$ cat src/rtl/pwm_aligned.sv
module pwm_aligned #(
  parameter int CODE_W = 6
) (
  input  logic              clk_i,
  input  logic              rst_ni,
  input  logic              frame_i,
  input  logic              force_i,
  input  logic [CODE_W-1:0] code_i,
  input  logic              single_i,
  input  logic              trail_i,
  output logic              pwm_o
);

  localparam int TICKS = 1 << CODE_W;
  localparam int WW    = CODE_W + 1;
  localparam logic [CODE_W-1:0] MID = CODE_W'(TICKS / 2 - 1);

  logic [CODE_W-1:0] cnt_q, stg_code_q, act_code_q;
  logic              stg_single_q, stg_trail_q, act_single_q, act_trail_q;
  logic [WW-1:0]     width, gap, start, stop, pos;
  logic              hit;

  always_ff @(posedge clk_i or negedge rst_ni) begin
    if (!rst_ni) begin
      cnt_q        <= '0;
      stg_code_q   <= '0;
      stg_single_q <= 1'b0;
      stg_trail_q  <= 1'b0;
      act_code_q   <= '0;
      act_single_q <= 1'b0;
      act_trail_q  <= 1'b0;
    end else if (frame_i) begin
      cnt_q        <= '0;
      stg_code_q   <= code_i;
      stg_single_q <= single_i;
      stg_trail_q  <= trail_i;
      act_code_q   <= stg_code_q;
      act_single_q <= stg_single_q;
      act_trail_q  <= stg_trail_q;
    end else begin
      cnt_q <= cnt_q + 1'b1;
    end
  end

  assign width = (act_code_q == '0) ? '0 : {1'b0, act_code_q} + WW'(1);
  assign gap   = WW'(TICKS) - width;
  assign start = act_single_q ? (act_trail_q ? gap : '0) : (gap >> 1);
  assign stop  = start + width;
  assign pos   = {1'b0, cnt_q};
  assign hit   = (pos >= start) && (pos < stop);

  always_ff @(posedge clk_i or negedge rst_ni) begin
    if (!rst_ni) pwm_o <= 1'b0;
    else         pwm_o <= force_i | hit;
  end

  a_r8_force_high: assert property (@(posedge clk_i) disable iff (!rst_ni)
    force_i |=> pwm_o);

  a_r6_zero_low: assert property (@(posedge clk_i) disable iff (!rst_ni)
    (act_code_q == '0 && !force_i) |=> !pwm_o);

  a_r6_full_high: assert property (@(posedge clk_i) disable iff (!rst_ni)
    ((&act_code_q) && !force_i) |=> pwm_o);

  a_r7_handoff: assert property (@(posedge clk_i) disable iff (!rst_ni)
    frame_i |=> (act_code_q == $past(stg_code_q) && cnt_q == '0));

  a_r3_left_start: assert property (@(posedge clk_i) disable iff (!rst_ni)
    (cnt_q == '0 && act_single_q && !act_trail_q && act_code_q != '0 && !force_i) |=> pwm_o);

  a_r4_right_end: assert property (@(posedge clk_i) disable iff (!rst_ni)
    ((&cnt_q) && act_single_q && act_trail_q && act_code_q != '0 && !force_i) |=> pwm_o);

  a_r5_center_mid: assert property (@(posedge clk_i) disable iff (!rst_ni)
    (cnt_q == MID && !act_single_q && act_code_q != '0 && !force_i) |=> pwm_o);

endmodule

$ cat config.mk
export PLATFORM = sky130hd
export DESIGN_NAME = pwm_aligned
export DESIGN_NICKNAME = d
export VERILOG_FILES = /design/src/rtl/pwm_aligned.sv
export SDC_FILE = /design/constraint.sdc
export NUM_CORES = 1
export LEC_CHECK = 0
export ABC_AREA = 1
export ABC_CLOCK_PERIOD_IN_PS = 5460
export CORE_ASPECT_RATIO = 2
export CORE_UTILIZATION = 50
export DETAILED_ROUTE_END_ITERATION = 7
export HOLD_SLACK_MARGIN = 0.05
export PLACE_DENSITY = 0.75
export SYNTH_ARGS = -nofsm -noshare
export SYNTH_HDL_FRONTEND = slang
export SYNTH_SLANG_ARGS = --single-unit
$ cat constraint.sdc
create_clock -name clk_i -period 5.46 [get_ports clk_i]
set_clock_uncertainty 0.1 [all_clocks]
set_input_delay 1.092 -clock clk_i [delete_from_list [all_inputs] [get_ports clk_i]]
set_output_delay 1.092 -clock clk_i [all_outputs]
set_load 0.05 [all_outputs]
# == After elaboration in Yosys (flattened, before gate mapping) ==
# Index checks and enable logic that the tools add are counted.
# word_totals
regBits,23
latchBits,0
mem_bits_rw,0
mem_bits_ro,0
input_bits,12
memories,0
# op_classes
addsub,4
multipliers,0
div,0
n_lt_le_gt_ge,2
n_eq_ne,0
shift,0
n_mux,4
n_bitwise,1
reduce_logical,2
# ops
op,count
7-bit 2-to-1 mux,3
"6-bit by 1-bit adder with 7-bit output, second input constant",1
7-bit adder,1
6-bit by 7-bit >= comparator with 1-bit output,1
6-bit by 7-bit < comparator with 1-bit output,1
"7-bit subtractor, first input constant",1
"6-bit by 1-bit adder with 6-bit output, second input constant",1
6-bit logical NOT,1
6-bit 2-to-1 mux,1
1-bit logical AND,1
1-bit bitwise OR,1

# == Longest topological paths before layout ==
# depth
ltp_word,9
ltp_mapped,22

# == Worst setup path before layout ==
# Ideal clock, no wire load.
# synth_timing
kind,reg2reg
start,register act_code_q[0]
end,register pwm_o
arrival_ns,2.883
setup_slack_ns,2.359
stages_incl_launch_ff,20
path_buffers,0
period_less_slack_ns,3.101
cell_sequence,dfrtp_1 -> inv_1 -> ha_1 -> inv_1 -> ha_1 -> nand3_4 -> xor2_1 -> o22ai_2 -> ha_1 -> a21oi_1 -> nand2_1 -> xnor2_1 -> ha_1 -> nand3_1 -> nand3_1 -> nand2_1 -> nand2_1 -> nand2_1 -> nand3_1 -> nand2_1
# synth_between
elab_chain_cells,9
# synth_lines
element,line_no,rtl
start: declaration,18,"logic [CODE_W-1:0] cnt_q, stg_code_q, act_code_q;"
start signal: assignment,37,act_code_q <= stg_code_q;
6-bit by 1-bit adder with 7-bit output / 6-bit logical NOT (equally long branches),45,"assign width = (act_code_q == '0) ? '0 : {1'b0, act_code_q} + WW'(1);"
7-bit 2-to-1 mux (*),45,
7-bit subtractor,46,assign gap = WW'(TICKS) - width;
7-bit 2-to-1 mux (2 in series),47,assign start = act_single_q ? (act_trail_q ? gap : '0) : (gap >> 1);
7-bit adder,48,assign stop = start + width;
6-bit by 7-bit < comparator with 1-bit output,50,assign hit = (pos >= start) && (pos < stop);
1-bit logical AND (*),50,
1-bit bitwise OR (*),54,else pwm_o <= force_i | hit;
end signal: assignment,54,
end: declaration,11,output logic pwm_o
# Every way passes the cells marked *; elsewhere a longest branch is shown, timed or not.
# A chain may end at the register's enable or synchronous reset.

# == Final worst setup path ==
# Same ends and word-level chain as after synthesis.

==> run_results.csv <==
group,metric,value,unit
run_status,status,"finished, final reports clean",
die,die_area,3733,sq um
grt,grt_usage,19.91,%
run,maxCapViolCount,0,
timing,grt_setup_unrepaired,"false",
timing,finalHoldViolCount,0,
layout,nets,264,
logic_synthesis,syn-num-nets,251,
cts,clkTransAtPathRegs,0.09,ns
cts,htree_levels,1,
critical_path,cp.arrival,3.47,ns
cts,root_buffer,"clkbuf_8",
logic_synthesis,synth_cell_types,30,
pwr,max-vdd-ir-drop,0.2156,mV
route,wl_per_cell,12.95,um
route,dr.pass1.iters,4,
timing,layout_worst_path_cycle_share,62.34,%
pwr,power.density,298.9,nW/um^2
logic_synthesis,synth_seq_area_share,33.09,%
die,io_pins,13,
grt,antenna_found_initial,0,
critical_path,cp-start-kind,"flip-flop",
logic_synthesis,postSynth.asyncResetShare,100.0,%
timing,slew_viol_final,0,
critical_path,cp_data_required_time,5.52,ns
die,die_x,43.71,um
cts,ctsLongestPathBuffers,2,
timing,max_freq,293.8,MHz
timing,period_minus_slack,3.404,ns
die,core,3341,sq um
timing,worst_pin_slew,1.065,ns
route,wl,3.380,mm
logic_synthesis,yosysWarnings,0,
route,drt-initial-drc-count,16,
die,start_util,52.06,%
cts,holdBufCountCts,0,
route,viasPerCell,5.425,
placed_design,gp_congestion,0.8420,
logic_synthesis,synth-main-ff-cell,"dfrtp_1",
route,vias,1416,
cts,numCtsBuffers,3,
critical_path,path_class,"reg2reg",
layout,diodes,0,
grt,grt_max_degree,33,
grt,grt.overflow.total,0,
worst_hold_path,hold_class,"reg2reg",
layout,nFillCells,322,
timing,slew_headroom,28.78,%
logic_synthesis,syn_inst,217,
timing,hold_ws,0.3882,ns
grt,grt_pass1_wl,5.540,mm
layout,drive_above_1_share,13.10,%
route,drc_errors,0,
critical_path,critPathCaptureType,"flip-flop",
die,die_h,85.41,um
timing,finalSetupViolCount,0,
logic_synthesis,avgSynthCellArea,8.015,sq um
logic_synthesis,synth_edf_count,0,
cts,cts_setup_buffers,0,
placed_design,io_buffers,12,
pwr,p_leak,0.0009846,uW
placed_design,hpwl,2.783,mm
grt,grt_pass1_vias,1382,
logic_synthesis,ys_ff_latch,23,
cts,clock_latency,0.27,ns
route,ant_nets,0,
cts,cts_tree,"built",
timing,setup_tns,0,ns
critical_path,path_max_fanout,5,
die,rows,30,
layout,area_growth_syn_to_layout,11.01,%
logic_synthesis,syn_area,1739,sq um
cts,cts_resized,0,
cts,clkSinkCount,23,
worst max-delay path: stages (launching register included):
cell,delay (ns)
dfrtp_1,0.40
inv_1,0.08
ha_1,0.36
inv_1,0.09
ha_1,0.26
nand3_4,0.12
xor2_1,0.25
o22ai_2,0.13
ha_1,0.36
a21oi_1,0.23
nand2_1,0.09
xnor2_1,0.13
ha_1,0.29
nand3_1,0.08
nand3_1,0.07
nand2_1,0.05
nand2_1,0.05
nand2_1,0.04
nand3_1,0.07
nand2_1,0.05
metrics by stage:
stage / cell area [sq um] / instances / worst slack [ns] / util (%) / total power (uW)
final: 1931 / 261 / 2.056 / 57.79 / 577.1
after global routing: 1931 / 261 / 1.814 / 57.79 / 624.0
after CTS: 1931 / 261 / 2.025 / 57.79 / 584.5
after detailed placement: 1884 / 257 / 2.060 / 56.40 / 475.8
after global placement: 1884 / 257 / 2.121 / 56.40 / 469.3
after floorplan: 1739 / 217 / 2.359 / - / 414.0
cell usage in the layout, fill, tap and decap left out, drive strengths merged:
cell type	n
o21a	1
or2	1
fa	1
ha	21
nand3	20
nor3	2
inv	37
nor3b	3
nand2	48
a21oi	8
xor2	3
mux2	6
o21ai	13
xnor2	3
dfrtp	23
clkinv	1
clkdlybuf4s50	12
o31ai	1
nand4	2
and3	1
o22ai	4
clkbuf	3
nor2	15
cell usage after synthesis, types with 4 or more instances:
library cell	instances	area, sq um
nand3_1	16	80.08
dfrtp_1	23	575.6
clkbuf_1	4	15.01
inv_2	5	18.77
o21ai_0	10	50.05
mux2_2	5	56.30
nand2_2	6	37.54
inv_1	32	120.1
nor2_1	13	48.80
a21oi_1	8	40.04
ha_1	21	262.8
nand2_1	42	157.7
routing by layer:
metal	up-vias	track usage, %	part of all wire, %
met5	-	0	0
met4	0	10.51	3.4
met3	11	2.128	1.2
met2	16	37.86	59
met1	654	19.54	36
li1	735	-	-
worst paths after layout:
check | from | end | slack (ns) | cells after the start
setup / recovery | act_code_q[0] | pwm_o | 2.06 | 19
hold / removal | stg_single_q | act_single_q | 0.39 | 2
setup reg to reg | act_code_q[0] | pwm_o | 2.06 | 19
hold reg to reg | stg_single_q | act_single_q | 0.39 | 2
max in group asynchronous | rst_ni | stg_code_q[0] | 3.35 | 1
min in group asynchronous | rst_ni | stg_code_q[1] | 1.28 | 1
power breakdown:
group | internal, uW | leakage (uW) | switching (uW)
clock | 51.1 | 0.0000255 | 57.2
combinational | 113 | 0.000676 | 155
sequential | 186 | 0.000283 | 14.6
sequential cells by signal, indices dropped and copies added (netlist names):
| register | flops |
|---|---|
| pwm_o | 1 |
| act_code_q | 6 |
| stg_single_q | 1 |
| stg_code_q | 6 |
| act_trail_q | 1 |
| stg_trail_q | 1 |
| act_single_q | 1 |
| cnt_q | 6 |
cell type report:
type	instances	area, sq um	area share [%]
Tap cell	32	40.04	2.074
Multi-Input combinational cell	153	1010	52.30
Clock inverter	1	5.005	0.2592
Timing Repair Buffer	12	120.1	6.222
Clock buffer	3	41.29	2.139
Inverter	37	138.9	7.194
Sequential cell	23	575.6	29.81
cell families after synthesis:
logic type	Yosys count	share of synthesized area, %
buffers and inverters	41	8.849
XOR/XNOR	6	3.022
AO/OA/AOI/OAI	27	9.496
AND/OR/NAND/NOR	92	25.40
flip-flops	23	33.09
multiplexers	6	3.885
adder cells (fa/ha/maj)	22	16.26
Power figures use the tool's default switching activity.
